File: src/rtl/win_xlate_pkg.sv
package win_xlate_pkg;

    // Displacement and system address widths are fixed by the translation scheme.
    localparam int OFF_W = 16;
    localparam int SYS_W = 24;

    typedef struct packed {
        logic [OFF_W-1:0] start;
        logic [OFF_W-1:0] size;
        logic [SYS_W-1:0] base;
        logic             rd_ok;
        logic             wr_ok;
        logic             regsp;
    } win_cfg_t;

    typedef enum logic [0:0] {
        ST_IDLE = 1'b0,
        ST_SYS  = 1'b1
    } bus_st_e;

endpackage

File: src/rtl/win_cfg_bank.sv
module win_cfg_bank
    import win_xlate_pkg::*;
#(
    parameter int NWIN    = 4,
    parameter int REG_WIN = 1,
    parameter int IDX_W   = 2
) (
    input  logic                 clk,
    input  logic                 rst_n,
    input  logic                 cfg_we_i,
    input  logic [IDX_W-1:0]     cfg_idx_i,
    input  win_cfg_t             cfg_i,
    output win_cfg_t [NWIN-1:0]  tab_o
);

    win_cfg_t [NWIN-1:0] tab_d, tab_q;

    always_comb begin
        tab_d = tab_q;
        for (int i = 0; i < NWIN; i++) begin
            if (cfg_we_i && (cfg_idx_i == IDX_W'(i))) begin
                tab_d[i] = cfg_i;
                // Only the designated window may reach register space.
                if (i != REG_WIN) begin
                    tab_d[i].regsp = 1'b0;
                end
            end
        end
    end

    always_ff @(posedge clk or negedge rst_n) begin
        if (!rst_n) begin
            tab_q <= '0;
        end else begin
            tab_q <= tab_d;
        end
    end

    assign tab_o = tab_q;

endmodule

File: src/rtl/win_decode.sv
module win_decode
    import win_xlate_pkg::*;
#(
    parameter int NWIN     = 4,
    parameter int CTRL_OFF = 'hFF00,
    parameter int CTRL_LEN = 'h100
) (
    input  win_cfg_t [NWIN-1:0]  tab_i,
    input  logic [OFF_W-1:0]     off_i,
    input  logic                 we_i,
    input  logic                 wide_i,
    output logic                 ctrl_o,
    output logic                 fwd_o,
    output logic                 bad_o,
    output logic                 regsp_o,
    output logic [SYS_W-1:0]     saddr_o
);

    localparam logic [OFF_W:0] CTRL_LO = (OFF_W+1)'(CTRL_OFF);
    localparam logic [OFF_W:0] CTRL_HI = (OFF_W+1)'(CTRL_OFF + CTRL_LEN);

    logic [NWIN-1:0]  hit;
    logic [OFF_W-1:0] disp [NWIN];

    generate
        for (genvar g = 0; g < NWIN; g++) begin : g_win
            assign disp[g] = off_i - tab_i[g].start;
            assign hit[g]  = (tab_i[g].size != '0)
                          && (off_i >= tab_i[g].start)
                          && (disp[g] < tab_i[g].size);
        end
    endgenerate

    win_cfg_t         sel;
    logic [OFF_W-1:0] sel_disp;
    logic             sel_any;
    logic             span_ok;
    logic             dir_ok;
    logic             reg_ok;
    logic [OFF_W:0]   off_x;

    always_comb begin
        sel      = tab_i[0];
        sel_disp = '0;
        sel_any  = 1'b0;
        // Walk downward so the lowest matching index is the one that remains.
        for (int i = NWIN - 1; i >= 0; i--) begin
            if (hit[i]) begin
                sel      = tab_i[i];
                sel_disp = disp[i];
                sel_any  = 1'b1;
            end
        end
    end

    always_comb begin
        off_x   = {1'b0, off_i};
        ctrl_o  = (CTRL_LEN != 0) && (off_x >= CTRL_LO) && (off_x < CTRL_HI);
        span_ok = ({1'b0, sel_disp} + {{OFF_W{1'b0}}, wide_i}) < {1'b0, sel.size};
        dir_ok  = we_i ? sel.wr_ok : sel.rd_ok;
        reg_ok  = !sel.regsp || (wide_i && !sel_disp[0]);
        bad_o   = !ctrl_o && !(sel_any && span_ok && dir_ok && reg_ok);
        fwd_o   = !ctrl_o && !bad_o;
        regsp_o = sel.regsp;
        if (sel.regsp) begin
            saddr_o = {{(SYS_W-OFF_W){1'b0}}, sel_disp};
        end else begin
            saddr_o = sel.base + {{(SYS_W-OFF_W){1'b0}}, sel_disp};
        end
    end

endmodule

File: src/rtl/win_bus_fsm.sv
module win_bus_fsm
    import win_xlate_pkg::*;
#(
    parameter int DATA_W = 16
) (
    input  logic              clk,
    input  logic              rst_n,
    input  logic              acc_i,
    input  logic              ctrl_i,
    input  logic              fwd_i,
    input  logic              bad_i,
    input  logic              we_i,
    input  logic              wide_i,
    input  logic              regsp_i,
    input  logic [SYS_W-1:0]  saddr_i,
    input  logic [DATA_W-1:0] wdata_i,
    input  logic              flt_clr_i,
    input  logic              s_ack_i,
    input  logic [DATA_W-1:0] s_rdata_i,
    output logic              idle_o,
    output logic              l_ready_o,
    output logic [DATA_W-1:0] l_rdata_o,
    output logic              fault_o,
    output logic              s_req_o,
    output logic              s_we_o,
    output logic              s_wide_o,
    output logic              s_regsp_o,
    output logic [SYS_W-1:0]  s_addr_o,
    output logic [DATA_W-1:0] s_wdata_o
);

    typedef struct packed {
        bus_st_e           st;
        logic              req;
        logic              we;
        logic              wide;
        logic              regsp;
        logic [SYS_W-1:0]  addr;
        logic [DATA_W-1:0] wdata;
        logic [DATA_W-1:0] rdata;
        logic              ready;
        logic              fault;
    } fsm_t;

    fsm_t n_d, r_q;

    always_comb begin
        n_d       = r_q;
        n_d.ready = 1'b0;
        if (flt_clr_i) begin
            n_d.fault = 1'b0;
        end
        unique case (r_q.st)
            ST_IDLE: begin
                if (acc_i) begin
                    if (fwd_i) begin
                        n_d.st    = ST_SYS;
                        n_d.req   = 1'b1;
                        n_d.we    = we_i;
                        n_d.wide  = wide_i;
                        n_d.regsp = regsp_i;
                        n_d.addr  = saddr_i;
                        n_d.wdata = wdata_i;
                    end else begin
                        n_d.ready = 1'b1;
                        n_d.rdata = '0;
                        if (bad_i && !ctrl_i) begin
                            n_d.fault = 1'b1;
                        end
                    end
                end
            end
            ST_SYS: begin
                if (s_ack_i) begin
                    n_d.st    = ST_IDLE;
                    n_d.req   = 1'b0;
                    n_d.ready = 1'b1;
                    n_d.rdata = r_q.we ? '0 : s_rdata_i;
                end
            end
            default: n_d.st = ST_IDLE;
        endcase
    end

    always_ff @(posedge clk or negedge rst_n) begin
        if (!rst_n) begin
            r_q <= '0;
        end else begin
            r_q <= n_d;
        end
    end

    assign idle_o    = (r_q.st == ST_IDLE);
    assign l_ready_o = r_q.ready;
    assign l_rdata_o = r_q.rdata;
    assign fault_o   = r_q.fault;
    assign s_req_o   = r_q.req;
    assign s_we_o    = r_q.we;
    assign s_wide_o  = r_q.wide;
    assign s_regsp_o = r_q.regsp;
    assign s_addr_o  = r_q.addr;
    assign s_wdata_o = r_q.wdata;

    // a pending request keeps its fields until answered
    a_r8_req_hold: assert property (@(posedge clk) disable iff (!rst_n)
        (s_req_o && !s_ack_i) |=> (s_req_o && $stable(s_addr_o) && $stable(s_wdata_o) && $stable(s_we_o)));

    // an answered request completes locally on the next cycle
    a_r8_ack_done: assert property (@(posedge clk) disable iff (!rst_n)
        (s_req_o && s_ack_i) |=> (l_ready_o && !s_req_o));

    // a rejected access is answered without a system request
    a_r4_no_forward: assert property (@(posedge clk) disable iff (!rst_n)
        (idle_o && acc_i && !fwd_i) |=> (l_ready_o && !s_req_o && (l_rdata_o == '0)));

    // the fault flag holds until cleared, and a new fault beats a clear
    a_r9_sticky: assert property (@(posedge clk) disable iff (!rst_n)
        (fault_o && !flt_clr_i) |=> fault_o);

    a_r9_set_wins: assert property (@(posedge clk) disable iff (!rst_n)
        (idle_o && acc_i && bad_i) |=> fault_o);

endmodule

File: src/rtl/win_xlate.sv
module win_xlate
    import win_xlate_pkg::*;
#(
    parameter int NWIN     = 4,
    parameter int REG_WIN  = 1,
    parameter int LA_W     = 20,
    parameter int DATA_W   = 16,
    parameter int REGION   = 'hA,
    parameter int CTRL_OFF = 'hFF00,
    parameter int CTRL_LEN = 'h100,
    localparam int IDX_W   = (NWIN > 1) ? $clog2(NWIN) : 1,
    localparam int TAG_W   = LA_W - OFF_W
) (
    input  logic              clk,
    input  logic              rst_n,
    input  logic              cfg_we,
    input  logic [IDX_W-1:0]  cfg_idx,
    input  logic [OFF_W-1:0]  cfg_start,
    input  logic [OFF_W-1:0]  cfg_size,
    input  logic [SYS_W-1:0]  cfg_base,
    input  logic              cfg_rd_ok,
    input  logic              cfg_wr_ok,
    input  logic              cfg_regsp,
    input  logic              l_valid,
    input  logic              l_we,
    input  logic              l_wide,
    input  logic [LA_W-1:0]   l_addr,
    input  logic [DATA_W-1:0] l_wdata,
    output logic              l_ready,
    output logic [DATA_W-1:0] l_rdata,
    input  logic              flt_clr,
    output logic              fault,
    output logic              s_req,
    output logic              s_we,
    output logic              s_wide,
    output logic              s_regsp,
    output logic [SYS_W-1:0]  s_addr,
    output logic [DATA_W-1:0] s_wdata,
    input  logic              s_ack,
    input  logic [DATA_W-1:0] s_rdata
);

    win_cfg_t            cfg_in;
    win_cfg_t [NWIN-1:0] tab;
    logic                in_region;
    logic                acc;
    logic                dec_ctrl, dec_fwd, dec_bad, dec_regsp;
    logic [SYS_W-1:0]    dec_saddr;
    logic                idle;

    always_comb begin
        cfg_in.start = cfg_start;
        cfg_in.size  = cfg_size;
        cfg_in.base  = cfg_base;
        cfg_in.rd_ok = cfg_rd_ok;
        cfg_in.wr_ok = cfg_wr_ok;
        cfg_in.regsp = cfg_regsp;
    end

    assign in_region = (l_addr[LA_W-1:OFF_W] == TAG_W'(REGION));
    assign acc       = l_valid && in_region;

    win_cfg_bank #(
        .NWIN    (NWIN),
        .REG_WIN (REG_WIN),
        .IDX_W   (IDX_W)
    ) u_bank (
        .clk       (clk),
        .rst_n     (rst_n),
        .cfg_we_i  (cfg_we),
        .cfg_idx_i (cfg_idx),
        .cfg_i     (cfg_in),
        .tab_o     (tab)
    );

    win_decode #(
        .NWIN     (NWIN),
        .CTRL_OFF (CTRL_OFF),
        .CTRL_LEN (CTRL_LEN)
    ) u_dec (
        .tab_i   (tab),
        .off_i   (l_addr[OFF_W-1:0]),
        .we_i    (l_we),
        .wide_i  (l_wide),
        .ctrl_o  (dec_ctrl),
        .fwd_o   (dec_fwd),
        .bad_o   (dec_bad),
        .regsp_o (dec_regsp),
        .saddr_o (dec_saddr)
    );

    win_bus_fsm #(
        .DATA_W (DATA_W)
    ) u_fsm (
        .clk        (clk),
        .rst_n      (rst_n),
        .acc_i      (acc),
        .ctrl_i     (dec_ctrl),
        .fwd_i      (dec_fwd),
        .bad_i      (dec_bad),
        .we_i       (l_we),
        .wide_i     (l_wide),
        .regsp_i    (dec_regsp),
        .saddr_i    (dec_saddr),
        .wdata_i    (l_wdata),
        .flt_clr_i  (flt_clr),
        .s_ack_i    (s_ack),
        .s_rdata_i  (s_rdata),
        .idle_o     (idle),
        .l_ready_o  (l_ready),
        .l_rdata_o  (l_rdata),
        .fault_o    (fault),
        .s_req_o    (s_req),
        .s_we_o     (s_we),
        .s_wide_o   (s_wide),
        .s_regsp_o  (s_regsp),
        .s_addr_o   (s_addr),
        .s_wdata_o  (s_wdata)
    );

    // a strobe outside the claimed region leaves both buses quiet
    a_r1_outside_quiet: assert property (@(posedge clk) disable iff (!rst_n)
        (idle && l_valid && !in_region) |=> (!l_ready && !s_req));

    // control-window accesses never reach the system port
    a_r7_ctrl_local: assert property (@(posedge clk) disable iff (!rst_n)
        (idle && acc && dec_ctrl) |=> (l_ready && !s_req && (l_rdata == '0)));

    // a strobe outside the region does not touch the fault flag
    a_r1_fault_untouched: assert property (@(posedge clk) disable iff (!rst_n)
        (idle && l_valid && !in_region && !flt_clr) |=> $stable(fault));

endmodule

File: config.mk
export PLATFORM = sky130hd
export DESIGN_NAME = win_xlate
export DESIGN_NICKNAME = d
export VERILOG_FILES = /design/src/rtl/win_xlate_pkg.sv /design/src/rtl/win_cfg_bank.sv /design/src/rtl/win_decode.sv /design/src/rtl/win_bus_fsm.sv /design/src/rtl/win_xlate.sv
export SDC_FILE = /design/constraint.sdc
export NUM_CORES = 1
export LEC_CHECK = 0
export ABC_CLOCK_PERIOD_IN_PS = 26000
export BUFFER_PORTS_ARGS = -buffer_cell sky130_fd_sc_hd__buf_2
export CORE_ASPECT_RATIO = 1.75
export CORE_MARGIN = 3
export CORE_UTILIZATION = 45
export CTS_CLUSTER_DIAMETER = 80
export CTS_CLUSTER_SIZE = 12
export DETAILED_ROUTE_END_ITERATION = 10
export PLACE_DENSITY_LB_ADDON = 0.15
export SYNTH_ARGS = -nofsm -noshare
export SYNTH_HDL_FRONTEND = slang
export SYNTH_SLANG_ARGS = --single-unit
File: constraint.sdc
create_clock -name clk -period 26 [get_ports clk]
set_clock_uncertainty 0.15 [all_clocks]
set_input_delay 1.3 -clock clk [delete_from_list [all_inputs] [get_ports clk]]
set_output_delay 1.3 -clock clk [all_outputs]
set_load 0.01 [all_outputs]
==> flow_summary.html, run 1 <==
<table>
<tr><th>Metric</th><th>Value</th></tr>
<tr><th colspan="2">Power and ir drop</th></tr>
<tr><td>Power per cell area</td><td>122.9 nW/um^2</td></tr>
<tr><td>Worst-case vdd ir drop</td><td>0.06273 mV</td></tr>
<tr><td>Leakage power figure</td><td>10.20 nW</td></tr>
<tr><th colspan="2">Setup path</th></tr>
<tr><td>Gate family responsible for the most delay along the worst path</td><td>simple AND/OR/NAND/NOR gates</td></tr>
<tr><td>Highest cell delay on the worst timing path</td><td>0.85 ns</td></tr>
<tr><td>R2r startpoint</td><td>u_bank.tab_o[43]$_DFFE_PN0P_</td></tr>
<tr><td>Endpoint class of the critical path</td><td>flip-flop</td></tr>
<tr><td>Max Fanout on Critical Path</td><td>45</td></tr>
<tr><td>Minimum setup slack among reg-to-reg paths</td><td>15.71 ns</td></tr>
<tr><td>Arr. time, crit path</td><td>11.21 ns</td></tr>
<tr><td>Cell type of the slowest stage on the worst timing path</td><td>nor3_1</td></tr>
<tr><td>Buffer and inverter count on the worst path</td><td>5</td></tr>
<tr><td>Class of the most critical setup path</td><td>primary input to flip-flop</td></tr>
<tr><td>Critical Path Start Type</td><td>primary input</td></tr>
<tr><td>Critical path launch point</td><td>l_addr[0]</td></tr>
<tr><td>Crit path required time</td><td>26.31 ns</td></tr>
<tr><th colspan="2">Placement</th></tr>
<tr><td>RD Place Congestion</td><td>1.043</td></tr>
<tr><td>Detailed-placement wirelength estimate</td><td>53580 um</td></tr>
<tr><td>Number of buffer cells added on primary ports</td><td>182</td></tr>
<tr><td>Placed insts</td><td>2610</td></tr>
<tr><td>Post-Place Cell Area</td><td>21030 um^2</td></tr>
<tr><th colspan="2">STA</th></tr>
<tr><td>Slew margin rel.</td><td>0.1530</td></tr>
<tr><td>Final count of pins violating max slew</td><td>0</td></tr>
<tr><td>Setup TNS</td><td>0 ns</td></tr>
<tr><td>Final count of hold timing violations</td><td>0</td></tr>
<tr><td>Fin crit share</td><td>0.4192</td></tr>
<tr><td>RSZ-0062 raised after global routing</td><td>no</td></tr>
<tr><td>Time the final worst path needs with I/O delays and setup</td><td>10.90 ns</td></tr>
<tr><td>Transition time at the pin with the least slew margin</td><td>1.266 ns</td></tr>
<tr><td>Worst Hold Slack</td><td>0.3261 ns</td></tr>
<tr><td>Final number of setup-violating endpoints</td><td>0</td></tr>
<tr><td>Timing-limited maximum frequency</td><td>91.76 MHz</td></tr>
<tr><th colspan="2">Status</th></tr>
<tr><td>Run status</td><td>completed</td></tr>
<tr><th colspan="2">Synthesis</th></tr>
<tr><td>Synthesized instance count</td><td>1974</td></tr>
<tr><td>Post-synth net total</td><td>2258</td></tr>
<tr><td>Synthesized flop and latch total</td><td>296</td></tr>
<tr><td>Most used DFF post-synth</td><td>dfrtp_1</td></tr>
<tr><td>Area contributors post-synth</td><td>dfrtp_1, mux2_2, ha_1</td></tr>
<tr><td>Synthesis Warnings</td><td>0</td></tr>
<tr><td>Sequential-to-total area share from yosys stat</td><td>0.3704</td></tr>
<tr><td>Post-synth EDFFs</td><td>0</td></tr>
<tr><td>Summed instance area of the synthesized netlist</td><td>20000 um^2</td></tr>
<tr><td>Synth unique cells</td><td>99</td></tr>
<tr><td>Proportion of netlist area held by the largest area contributor</td><td>0.3704</td></tr>
<tr><td>Area leader, netlist</td><td>dfrtp_1</td></tr>
<tr><td>Post-synth ARST share</td><td>1.000</td></tr>
<tr><td>Per-instance average area after synthesis</td><td>10.13 um^2</td></tr>
<tr><th colspan="2">Cells and area</th></tr>
<tr><td>Layout Nets</td><td>2359</td></tr>
<tr><td>Number of fillers in the final layout</td><td>4065</td></tr>
<tr><td>Footprint of the flip-flops and latches</td><td>7407 um^2</td></tr>
<tr><td>Final Instance Area</td><td>21790 um^2</td></tr>
<tr><td>Fraction of layout instances using a drive strength above 1</td><td>0.2505</td></tr>
<tr><td>Non-filler instance count after layout</td><td>2643</td></tr>
<tr><td>Area occupied by multi-input gates</td><td>11230 um^2</td></tr>
<tr><td>Layout-stage area growth over the synthesis result</td><td>8.948%</td></tr>
<tr><th colspan="2">Detailed routing</th></tr>
<tr><td>Number of DRC violations after detailed-routing iteration 0</td><td>1056</td></tr>
<tr><td>Routed len/inst</td><td>26.59 um</td></tr>
<tr><td>Residual DRC count</td><td>0</td></tr>
<tr><td>Remaining antenna violation count after routing</td><td>0</td></tr>
<tr><td>Via count</td><td>16210</td></tr>
<tr><td>Count of TritonRoute iterations in the first routing pass</td><td>5</td></tr>
<tr><td>Total Routed Length</td><td>70280 um</td></tr>
<tr><td>Vias per cell</td><td>6.134</td></tr>
<tr><th colspan="2">Global routing</th></tr>
<tr><td>Number of antenna violations at the first check in global routing</td><td>1</td></tr>
<tr><td>Wire length of the first global-routing pass</td><td>104500 um</td></tr>
<tr><td>Pin count of the biggest net entering global routing</td><td>171</td></tr>
<tr><td>Global-route total usage across every layer</td><td>0.2957</td></tr>
<tr><td>Via count of the first global-routing pass</td><td>16880</td></tr>
<tr><td>Overflow left after global routing</td><td>0</td></tr>
<tr><th colspan="2">CTS</th></tr>
<tr><td>Number of H-tree levels</td><td>1</td></tr>
<tr><td># Post-CTS Setup Buffers</td><td>0</td></tr>
<tr><td>Buffer cell driving the clock tree root</td><td>clkbuf_16</td></tr>
<tr><td>Cts-stage hold buffer count</td><td>0</td></tr>
<tr><td>Clock transition at path regs</td><td>0.06 ns</td></tr>
<tr><td>Post-CTS Resized</td><td>0</td></tr>
<tr><td>Number of clock sinks</td><td>296</td></tr>
<tr><td>Number of buffers on the longest clock path</td><td>3</td></tr>
<tr><td>Clock insertion delay at the later pin of the skew report</td><td>0.58 ns</td></tr>
<tr><td>Total clock buffers created by CTS</td><td>29</td></tr>
<tr><td>TritonCTS clock tree</td><td>done</td></tr>
<tr><th colspan="2">Job</th></tr>
<tr><td>Number of maximum-capacitance violations</td><td>0</td></tr>
<tr><th colspan="2">Floorplanning</th></tr>
<tr><td>Height of the chip</td><td>284.9 um</td></tr>
<tr><td>Die width</td><td>165.4 um</td></tr>
<tr><td>Total Die Area</td><td>47100 um^2</td></tr>
<tr><td>Num rows</td><td>101</td></tr>
<tr><td>I/O pin total</td><td>183</td></tr>
<tr><td>Core Area</td><td>43600 um^2</td></tr>
<tr><td>Starting density of the core</td><td>0.4587</td></tr>
<tr><th colspan="2">Worst hold path</th></tr>
<tr><td>Classification of the worst-slack hold path</td><td>flip-flop to flip-flop</td></tr>
<tr><td>Startpoint of the tightest hold check path</td><td>u_fsm.s_req_o$_DFFE_PN0P_</td></tr>
</table>
## where the power goes
| part | switching, W | leakage, nW | total, W | internal [W] |
|---|---|---|---|---|
| Combinational | 0.00101 | 6.20 | 0.00166 | 0.000649 |
| Sequential | 0.0000742 | 3.63 | 0.000639 | 0.000564 |
| Clock | 0.000181 | 0.371 | 0.000381 | 0.000199 |
| Total | 0.00127 | 10.2 | 0.00268 | 0.00141 |
## worst register-to-register path: cells and delay by family (launching register included)
kind	cells	cell delay (ns)
and+or+nand+nor	12	3.55
AOI/OAI and AO/OA	13	2.84
adders and majority gates	5	1.59
buffers and inverters	3	0.79
muxes	1	0.46
xor gates and xnor gates	2	0.43
DFF	1	0.36
## logic make-up after synthesis
group                      after synthesis  synth area share
AOI/OAI and AO/OA                      488            0.1732
and+or+nand+nor                        412            0.1035
DFF                                    296            0.3704
buffers and inverters                  294           0.07014
muxes                                  249            0.1474
adders and majority gates              163            0.1039
xor gates and xnor gates                72           0.03154
## path summary, 6_finish.rpt
check,cells after the start,to
worst max-delay path,38,u_fsm.s_addr_o[2]$_DFFE_PN0P_
worst min register to register,1,u_fsm.s_req_o$_DFFE_PN0P_
max in group asynchronous,2,u_bank.tab_o[222]$_DFFE_PN0P_
worst min-delay path,1,u_fsm.s_req_o$_DFFE_PN0P_
worst max register to register,36,u_fsm.s_addr_o[2]$_DFFE_PN0P_
min in group asynchronous,1,u_fsm.l_rdata_o[6]$_DFFE_PN0P_
## placed cells by master, fill, tap and decap left out, drive strengths merged, types with 7 or more instances in the layout
cell type	netlist	routed
mux2	242	242
nand2	127	127
o211ai	23	23
a221oi	10	10
ha	158	158
a221o	13	13
nor4	18	18
or2	7	7
and3	12	12
a211oi	22	22
inv	164	165
nor2	90	90
and4	11	11
o221a	7	7
or3	11	11
dfrtp	296	296
o221ai	32	32
buf	89	200
nor3	24	24
o21ai	119	119
nand2b	7	7
o31ai	9	9
a22o	18	18
xnor2	39	39
a21oi	73	73
nor2b	16	16
and2	11	11
a21o	39	39
nand3	33	33
xor2	33	33
o21a	20	20
a31oi	29	29
nand4	20	20
clkbuf	41	30
## cell type report
type                    instances  area share
inverters                     164     0.02826
repair buffers                200     0.04905
multi-input cells            1384      0.5153
clock buffers                  30     0.03394
well taps                     566     0.03251
diodes                          1   0.0001149
flip-flops and latches        296      0.3400
clock inverters                 2   0.0008615
## metal layers
metal | vias to the layer above | global-route usage | part of all wire
li1 | 7360 | - | -
met5 | - | 0 | 0
met1 | 7970 | 0.3148 | 0.35
met2 | 647 | 0.5222 | 0.51
met4 | 0 | 0.2094 | 0.088
met3 | 234 | 0.04520 | 0.052
## cells in the mapped netlist, types with 6 or more instances
cell type	n
nor2b_1	16
and4_1	11
dfrtp_1	296
mux2i_1	6
buf_2	7
o31ai_1	9
a211oi_1	20
nand2_1	126
o221ai_1	31
nor2_1	89
and2_1	8
o221a_2	7
a22o_1	18
a21o_1	39
or3_1	11
a21oi_1	73
nor3_1	24
clkbuf_1	40
mux2_4	37
a221o_1	13
nand2b_1	7
inv_1	164
buf_1	19
mux2_2	205
xnor2_1	39
ha_1	158
and3_1	12
a32oi_1	6
o21ai_0	115
nor4_1	18
o211ai_1	23
a31oi_1	28
a221oi_1	9
buf_4	57
o21bai_1	6
xor2_1	33
nand3_1	33
o21a_1	19
nand4_1	20
## through the flow
step,power [W],setup slack [ns],utilization
finish,0.002678,15.10,0.4997
global route,0.002861,14.68,0.4997
CTS,0.002665,15.21,0.4996
detailed placement,0.002275,14.58,0.4823
global placement,0.002254,14.70,0.4823
floorplan,0.001778,16.50,-
## flip-flops by register name (all words and copies together) (netlist names)
register and flops:
u_fsm.r_q 1, u_fsm.fault_o 1, u_fsm.s_wdata_o 16, u_fsm.l_ready_o 1
u_fsm.s_we_o 1, u_fsm.l_rdata_o 16, u_bank.tab_o 233, u_fsm.s_wide_o 1
u_fsm.s_addr_o 24, u_fsm.s_req_o 1, u_fsm.s_regsp_o 1
No activity file was read; power rests on OpenSTA's default activity.
==> run 2: changes to the inputs <==
--- a/config.mk
+++ b/config.mk
@@ -5,7 +5,7 @@
 export SDC_FILE = /design/constraint.sdc
 export NUM_CORES = 1
 export LEC_CHECK = 0
-export ABC_CLOCK_PERIOD_IN_PS = 26000
+export ABC_CLOCK_PERIOD_IN_PS = 9080
 export BUFFER_PORTS_ARGS = -buffer_cell sky130_fd_sc_hd__buf_2
 export CORE_ASPECT_RATIO = 1.75
 export CORE_MARGIN = 3
==> constraint.sdc (replaced) <==
create_clock -name clk -period 9.08 [get_ports clk]
set_clock_uncertainty 0.15 [all_clocks]
set_input_delay 0.454 -clock clk [delete_from_list [all_inputs] [get_ports clk]]
set_output_delay 0.454 -clock clk [all_outputs]
set_load 0.01 [all_outputs]
==> run 2 against run 1 <==
Against the previous run: sequential cell count unchanged; global-route usage about the same; core utilization up 3.6 points; sequential power rose to 2.8 times the previous value; first-iteration DRC count up 13%; count of clock-buffer cells in the layout down 1; critical path depth unchanged; routed wire length up 0.91%; total power rose to 3.1 times the previous value; clock power rose to 2.8 times the previous value; via count up 3.3%; hold slack worse by 0.31 ns; largest cell class unchanged.
==> flow_summary.html, run 2 (synthesized netlist as in run 1, its figures left out) <==
<table>
<tr><th>Metric</th><th>Value</th></tr>
<tr><th colspan="2">CTS</th></tr>
<tr><td>Total clock buffers created by CTS</td><td>28</td></tr>
<tr><td>Number of buffers on the longest clock path</td><td>3</td></tr>
<tr><td>Clock insertion delay at the later pin of the skew report</td><td>0.58 ns</td></tr>
<tr><td>TritonCTS clock tree</td><td>done</td></tr>
<tr><td>Buffer cell driving the clock tree root</td><td>clkbuf_16</td></tr>
<tr><td>Clock transition at path regs</td><td>0.06 ns</td></tr>
<tr><td>Number of clock sinks</td><td>296</td></tr>
<tr><td>Number of H-tree levels</td><td>1</td></tr>
<tr><th colspan="2">Floorplanning</th></tr>
<tr><td>Height of the chip</td><td>284.9 um</td></tr>
<tr><td>Core Area</td><td>43600 um^2</td></tr>
<tr><td>I/O pin total</td><td>183</td></tr>
<tr><td>Starting density of the core</td><td>0.4587</td></tr>
<tr><td>Total Die Area</td><td>47100 um^2</td></tr>
<tr><td>Die width</td><td>165.4 um</td></tr>
<tr><td>Num rows</td><td>101</td></tr>
<tr><th colspan="2">Cells and area</th></tr>
<tr><td>Most common cell after layout, fill and taps aside</td><td>dfrtp_1</td></tr>
<tr><td>Layout Nets</td><td>2536</td></tr>
<tr><td>Layout-stage area growth over the synthesis result</td><td>16.88%</td></tr>
<tr><td>Fraction of layout instances using a drive strength above 1</td><td>0.2851</td></tr>
<tr><td>Most used cells in the layout excluding fill and tap cells</td><td>dfrtp_1, mux2_2, buf_2</td></tr>
<tr><td>Largest register FFs</td><td>233</td></tr>
<tr><td>Antenna diode instance count</td><td>0</td></tr>
<tr><td>Non-filler instance count after layout</td><td>2818</td></tr>
<tr><th colspan="2">STA</th></tr>
<tr><td>Final count of pins violating max slew</td><td>0</td></tr>
<tr><td>Setup TNS</td><td>0 ns</td></tr>
<tr><td>Transition time at the pin with the least slew margin</td><td>1.030 ns</td></tr>
<tr><td>Final count of hold timing violations</td><td>0</td></tr>
<tr><td>Final number of setup-violating endpoints</td><td>0</td></tr>
<tr><td>Final setup slack of the worst path</td><td>0.3694 ns</td></tr>
<tr><td>Slew margin rel.</td><td>0.3131</td></tr>
<tr><td>Fin crit share</td><td>0.9593</td></tr>
<tr><td>Timing-limited maximum frequency</td><td>114.8 MHz</td></tr>
<tr><td>Time the final worst path needs with I/O delays and setup</td><td>8.711 ns</td></tr>
<tr><th colspan="2">Setup path</th></tr>
<tr><td>Cell occurring most often along the worst timing path</td><td>ha_1</td></tr>
<tr><td>Max Fanout on Critical Path</td><td>13</td></tr>
<tr><td>Reg-to-Reg End</td><td>u_fsm.s_wdata_o[4]$_DFFE_PN0P_</td></tr>
<tr><td>Class of the most critical setup path</td><td>flip-flop to flip-flop</td></tr>
<tr><td>Count of cells along the worst register-to-register path</td><td>38</td></tr>
<tr><td>Minimum setup slack among reg-to-reg paths</td><td>0.37 ns</td></tr>
<tr><td>Cell type of the slowest stage on the worst timing path</td><td>or4b_2</td></tr>
<tr><td>Endpoint class of the critical path</td><td>flip-flop</td></tr>
<tr><td>Crit path required time</td><td>9.39 ns</td></tr>
<tr><td>Critical Path Start Type</td><td>flip-flop</td></tr>
<tr><td>Arr. time, crit path</td><td>9.02 ns</td></tr>
<tr><td>R2r startpoint</td><td>u_bank.tab_o[102]$_DFFE_PN0P_</td></tr>
<tr><td>Highest cell delay on the worst timing path</td><td>0.61 ns</td></tr>
<tr><th colspan="2">Power and ir drop</th></tr>
<tr><td>Part of the power in registers</td><td>0.222</td></tr>
<tr><td>Internal power of the cells</td><td>0.004466 W</td></tr>
<tr><td>Switch share</td><td>0.4554</td></tr>
<tr><td>Power consumption</td><td>0.008201 W</td></tr>
<tr><td>Power share of the combinational group</td><td>0.646</td></tr>
<tr><td>Worst-case vdd ir drop</td><td>0.1801 mV</td></tr>
<tr><td>Power per cell area</td><td>350.9 nW/um^2</td></tr>
<tr><td>Clk pwr share</td><td>0.132</td></tr>
<tr><td>Net switching power</td><td>0.003735 W</td></tr>
<tr><td>Leakage power figure</td><td>11.05 nW</td></tr>
<tr><th colspan="2">Global routing</th></tr>
<tr><td>Global-route total usage across every layer</td><td>0.2961</td></tr>
<tr><td>Pin count of the biggest net entering global routing</td><td>101</td></tr>
<tr><td>Via count of the first global-routing pass</td><td>17380</td></tr>
<tr><td>Overflow left after global routing</td><td>0</td></tr>
<tr><td>Number of antenna violations at the first check in global routing</td><td>0</td></tr>
<tr><td>Wire length of the first global-routing pass</td><td>104700 um</td></tr>
<tr><th colspan="2">Worst hold path</th></tr>
<tr><td>Classification of the worst-slack hold path</td><td>primary input to flip-flop</td></tr>
<tr><td>Hold Path Stages</td><td>3</td></tr>
<tr><td>Startpoint of the tightest hold check path</td><td>cfg_start[7]</td></tr>
<tr><td>Hold path endpoint</td><td>u_bank.tab_o[50]$_DFFE_PN0P_</td></tr>
<tr><th colspan="2">Detailed routing</th></tr>
<tr><td>Vias per cell</td><td>5.941</td></tr>
<tr><td>Number of DRC violations after detailed-routing iteration 0</td><td>1192</td></tr>
<tr><td>Total Routed Length</td><td>70910 um</td></tr>
<tr><td>Routed len/inst</td><td>25.16 um</td></tr>
<tr><td>Count of TritonRoute iterations in the first routing pass</td><td>5</td></tr>
<tr><td>Via count</td><td>16740</td></tr>
<tr><td>Remaining antenna violation count after routing</td><td>0</td></tr>
<tr><td>Residual DRC count</td><td>0</td></tr>
<tr><th colspan="2">Placement</th></tr>
<tr><td>Placed insts</td><td>2726</td></tr>
<tr><td>Worst Setup Slack post-DPL</td><td>-0.06845 ns</td></tr>
<tr><td>Detailed-placement wirelength estimate</td><td>55400 um</td></tr>
<tr><td>Number of buffer cells added on primary ports</td><td>182</td></tr>
<tr><td>RD Place Congestion</td><td>0.9844</td></tr>
<tr><th colspan="2">Job</th></tr>
<tr><td>Number of maximum-capacitance violations</td><td>0</td></tr>
<tr><th colspan="2">Status</th></tr>
<tr><td>Run status</td><td>completed</td></tr>
</table>
[run 2: final cells by class]
type,instances,area (um^2)
fillers,3997,20230
inverters,164,615.6
clock inverters,1,30.03
clock buffers,29,725.7
flip-flops and latches,296,7407
well taps,566,708.2
repair buffers,378,2626
multi-input cells,1384,11260
[run 2: stage by stage]
stage | util | hold WS, ns | area (um^2)
after floorplan | - | 0.008409 | 20000
after global placement | 0.5031 | 0.3162 | 21930
after detailed placement | 0.5031 | 0.3204 | 21930
after CTS | 0.5342 | 0.00008255 | 23290
after global routing | 0.5361 | 0.008059 | 23370
final | 0.5361 | 0.01350 | 23370
[run 2: timing repair]
item,CTS,global route
hold endpoints to repair,201,0
endpoints found under the setup margin,0,62
resized for setup,0,7
setup buffers,0,1
hold buffers,60,0
[run 2: power groups by stage]
stage,Combinational (W),Clock [W],Sequential (W)
after global placement,0.00512,0,0.00183
after floorplan,0.00333,0,0.00176
after detailed placement,0.00520,0,0.00184
after CTS,0.00525,0.00111,0.00182
after global routing,0.00574,0.00116,0.00185
final,0.00530,0.00108,0.00182
[run 2: how the worst max path moves through the flow]
stage          slack, ns                        endpoint                          start  cells after the start
6_report            0.37  u_fsm.s_wdata_o[4]$_DFFE_PN0P_  u_bank.tab_o[102]$_DFFE_PN0P_                     38
5_1_grt            -0.02  u_fsm.s_wdata_o[6]$_DFFE_PN0P_  u_bank.tab_o[162]$_DFFE_PN0P_                     36
4_1_cts             0.24   u_fsm.s_addr_o[2]$_DFFE_PN0P_  u_bank.tab_o[162]$_DFFE_PN0P_                     33
3_5_place_dp       -0.07   u_fsm.s_addr_o[2]$_DFFE_PN0P_                      l_addr[0]                     40
3_3_place_gp        0.08   u_fsm.s_addr_o[2]$_DFFE_PN0P_                      l_addr[0]                     40
2_1_floorplan       0.43   u_fsm.s_addr_o[0]$_DFFE_PN0P_                      l_addr[0]                     40
[run 2: worst max-delay path, delay by kind of cell (launching register included)]
family,cells,cell delay [ns]
compound gates,14,2.74
xor+xnor,1,0.17
fa+ha+maj,6,1.54
buf+inv,3,0.40
flops,1,0.38
mux,1,0.31
simple gates,13,2.90
[run 2: routing by layer]
layer	track usage	part of all wire
met5	0	0
met3	0.02965	0.041
met1	0.3129	0.35
met2	0.5294	0.51
met4	0.2243	0.096
==> run 3: changes to the inputs <==
--- a/config.mk
+++ b/config.mk
@@ -13,6 +13,7 @@
 export CTS_CLUSTER_DIAMETER = 80
 export CTS_CLUSTER_SIZE = 12
 export DETAILED_ROUTE_END_ITERATION = 10
+export MAX_ROUTING_LAYER = met4
 export PLACE_DENSITY_LB_ADDON = 0.15
 export SYNTH_ARGS = -nofsm -noshare
 export SYNTH_HDL_FRONTEND = slang
==> run 3 against run 2 <==
Against the previous run: global-route usage up 0.66 points; routed wire length down 0.92%; core utilization up 0.063 points; sequential cell count unchanged; largest power group unchanged; highest routed layer unchanged.
==> flow_summary.html, run 3 (synthesized netlist as in run 1, its figures left out) <==
<table>
<tr><th>Metric</th><th>Value</th></tr>
<tr><th colspan="2">Floorplanning</th></tr>
<tr><td>Total Die Area</td><td>47100 um^2</td></tr>
<tr><td>Starting density of the core</td><td>0.4587</td></tr>
<tr><td>I/O pin total</td><td>183</td></tr>
<tr><td>Core Area</td><td>43600 um^2</td></tr>
<tr><td>Die width</td><td>165.4 um</td></tr>
<tr><td>Height of the chip</td><td>284.9 um</td></tr>
<tr><td>Num rows</td><td>101</td></tr>
<tr><th colspan="2">CTS</th></tr>
<tr><td>Clock insertion delay at the later pin of the skew report</td><td>0.58 ns</td></tr>
<tr><td>Total clock buffers created by CTS</td><td>28</td></tr>
<tr><td>Number of buffers on the longest clock path</td><td>3</td></tr>
<tr><td>TritonCTS clock tree</td><td>done</td></tr>
<tr><td>Number of H-tree levels</td><td>1</td></tr>
<tr><td>Number of clock sinks</td><td>296</td></tr>
<tr><td>Buffer cell driving the clock tree root</td><td>clkbuf_16</td></tr>
<tr><td>Clock transition at path regs</td><td>0.06 ns</td></tr>
<tr><th colspan="2">Detailed routing</th></tr>
<tr><td>Routed len/inst</td><td>24.86 um</td></tr>
<tr><td>Residual DRC count</td><td>0</td></tr>
<tr><td>Remaining antenna violation count after routing</td><td>0</td></tr>
<tr><td>Total Routed Length</td><td>70260 um</td></tr>
<tr><td>Vias per cell</td><td>5.916</td></tr>
<tr><td>Number of DRC violations after detailed-routing iteration 0</td><td>1186</td></tr>
<tr><td>Via count</td><td>16720</td></tr>
<tr><td>Count of TritonRoute iterations in the first routing pass</td><td>7</td></tr>
<tr><th colspan="2">STA</th></tr>
<tr><td>Setup TNS</td><td>0 ns</td></tr>
<tr><td>Final count of hold timing violations</td><td>0</td></tr>
<tr><td>Time the final worst path needs with I/O delays and setup</td><td>8.567 ns</td></tr>
<tr><td>RSZ-0062 raised after global routing</td><td>no</td></tr>
<tr><td>Final count of pins violating max slew</td><td>0</td></tr>
<tr><td>Final number of setup-violating endpoints</td><td>0</td></tr>
<tr><td>Timing-limited maximum frequency</td><td>116.7 MHz</td></tr>
<tr><td>Worst Hold Slack</td><td>0.01975 ns</td></tr>
<tr><td>Transition time at the pin with the least slew margin</td><td>1.035 ns</td></tr>
<tr><td>Slew margin rel.</td><td>0.3102</td></tr>
<tr><td>Fin crit share</td><td>0.9435</td></tr>
<tr><th colspan="2">Power and ir drop</th></tr>
<tr><td>Leakage power figure</td><td>11.06 nW</td></tr>
<tr><td>Power per cell area</td><td>348.1 nW/um^2</td></tr>
<tr><td>Worst-case vdd ir drop</td><td>0.1793 mV</td></tr>
<tr><th colspan="2">Setup path</th></tr>
<tr><td>Cell type of the slowest stage on the worst timing path</td><td>or4b_2</td></tr>
<tr><td>Highest cell delay on the worst timing path</td><td>0.59 ns</td></tr>
<tr><td>Class of the most critical setup path</td><td>flip-flop to flip-flop</td></tr>
<tr><td>Arr. time, crit path</td><td>8.87 ns</td></tr>
<tr><td>Cell occurring most often along the worst timing path</td><td>ha_1</td></tr>
<tr><td>Minimum setup slack among reg-to-reg paths</td><td>0.51 ns</td></tr>
<tr><td>Critical Path Start Type</td><td>flip-flop</td></tr>
<tr><td>Endpoint class of the critical path</td><td>flip-flop</td></tr>
<tr><td>Max Fanout on Critical Path</td><td>12</td></tr>
<tr><td>Crit path required time</td><td>9.39 ns</td></tr>
<tr><th colspan="2">Cells and area</th></tr>
<tr><td>Fraction of layout instances using a drive strength above 1</td><td>0.2814</td></tr>
<tr><td>Largest register FFs</td><td>233</td></tr>
<tr><td>Most used cells in the layout excluding fill and tap cells</td><td>dfrtp_1, mux2_2, buf_2</td></tr>
<tr><td>Layout-stage area growth over the synthesis result</td><td>17.01%</td></tr>
<tr><td>Most common cell after layout, fill and taps aside</td><td>dfrtp_1</td></tr>
<tr><td>Layout Nets</td><td>2543</td></tr>
<tr><td>Antenna diode instance count</td><td>0</td></tr>
<tr><th colspan="2">Job</th></tr>
<tr><td>Number of maximum-capacitance violations</td><td>0</td></tr>
<tr><th colspan="2">Global routing</th></tr>
<tr><td>Via count of the first global-routing pass</td><td>17230</td></tr>
<tr><td>Wire length of the first global-routing pass</td><td>104100 um</td></tr>
<tr><td>Global-route total usage across every layer</td><td>0.3028</td></tr>
<tr><td>Pin count of the biggest net entering global routing</td><td>95</td></tr>
<tr><td>Number of antenna violations at the first check in global routing</td><td>0</td></tr>
<tr><td>Overflow left after global routing</td><td>0</td></tr>
<tr><th colspan="2">Worst hold path</th></tr>
<tr><td>Classification of the worst-slack hold path</td><td>primary input to flip-flop</td></tr>
<tr><th colspan="2">Status</th></tr>
<tr><td>Run status</td><td>completed</td></tr>
<tr><th colspan="2">Placement</th></tr>
<tr><td>Detailed-placement wirelength estimate</td><td>55220 um</td></tr>
<tr><td>Number of buffer cells added on primary ports</td><td>182</td></tr>
<tr><td>RD Place Congestion</td><td>1.018</td></tr>
</table>
[run 3: cell types whose count changed in the layout (fill, tap and decap cells not counted), sizes merged]
cell / before / now
buf: 317 / 312
bufinv: 1 / 0
clkinv: 0 / 1
dlygate4sd3: 60 / 73
[run 3: layer usage]
layer,vias to the layer above,GRT usage,part of all wire
met4,0,0.2002,0.086
met3,207,0.02616,0.041
li1,7730,-,-
met1,8202,0.3119,0.35
met5,-,-,0
met2,581,0.5387,0.52
[run 3: critical path, delay by kind of cell (launching register included)]
| family | cells | cell delay (ns) |
|---|---|---|
| flops | 1 | 0.37 |
| buf+inv | 2 | 0.35 |
| mux | 1 | 0.33 |
| compound gates | 14 | 2.67 |
| fa+ha+maj | 6 | 1.55 |
| xor+xnor | 1 | 0.17 |
| simple gates | 13 | 2.84 |
[run 3: layout make-up]
cell class	count	area (um^2)
clock buffers	30	729.5
clock inverters	1	5.005
fillers	3998	20200
repair buffers	385	2678
inverters	164	615.6
well taps	566	708.2
multi-input cells	1384	11260
flip-flops and latches	296	7407
[run 3: report_power, final]
group	leakage [nW]	total [W]	internal, W	switching [W]
Combinational	7.07	0.00527	0.00227	0.00300
Sequential	3.63	0.00182	0.00162	0.000201
Clock	0.362	0.00106	0.000558	0.000503
Total	11.1	0.00815	0.00444	0.00370
[run 3: through the flow]
stage	utilization	area, um^2	setup slack (ns)	total power [W]	std cells
3_3_place_gp	0.5024	21900	0.2476	0.006925	2722
5_1_grt	0.5367	23400	0.008638	0.008737	2826
6_report	0.5367	23400	0.5133	0.008146	2826
4_1_cts	0.5360	23370	0.3424	0.008142	2826
3_5_place_dp	0.5024	21900	0.1163	0.007022	2722
2_1_floorplan	-	20000	0.4283	0.005092	1974
[run 3: path summary, 6_finish.rpt]
check | endpoint | cells past startpoint | startpoint
max in group asynchronous | u_bank.tab_o[46]$_DFFE_PN0P_ | 3 | rst_n
min in group asynchronous | u_bank.tab_o[90]$_DFFE_PN0P_ | 2 | rst_n
hold reg to reg | u_fsm.s_req_o$_DFFE_PN0P_ | 1 | u_fsm.s_req_o$_DFFE_PN0P_
setup / recovery | u_fsm.s_wdata_o[12]$_DFFE_PN0P_ | 37 | u_bank.tab_o[102]$_DFFE_PN0P_
setup reg to reg | u_fsm.s_wdata_o[12]$_DFFE_PN0P_ | 37 | u_bank.tab_o[102]$_DFFE_PN0P_
hold / removal | u_bank.tab_o[19]$_DFFE_PN0P_ | 3 | cfg_base[16]
[run 3: what timing repair did]
item / in CTS / in global routing
hold endpoints to repair: 223 / 0
hold buffers: 73 / 0
buffers inserted: 0 / 0
endpoints found under the setup margin: 0 / 62
resized for setup: 0 / 7
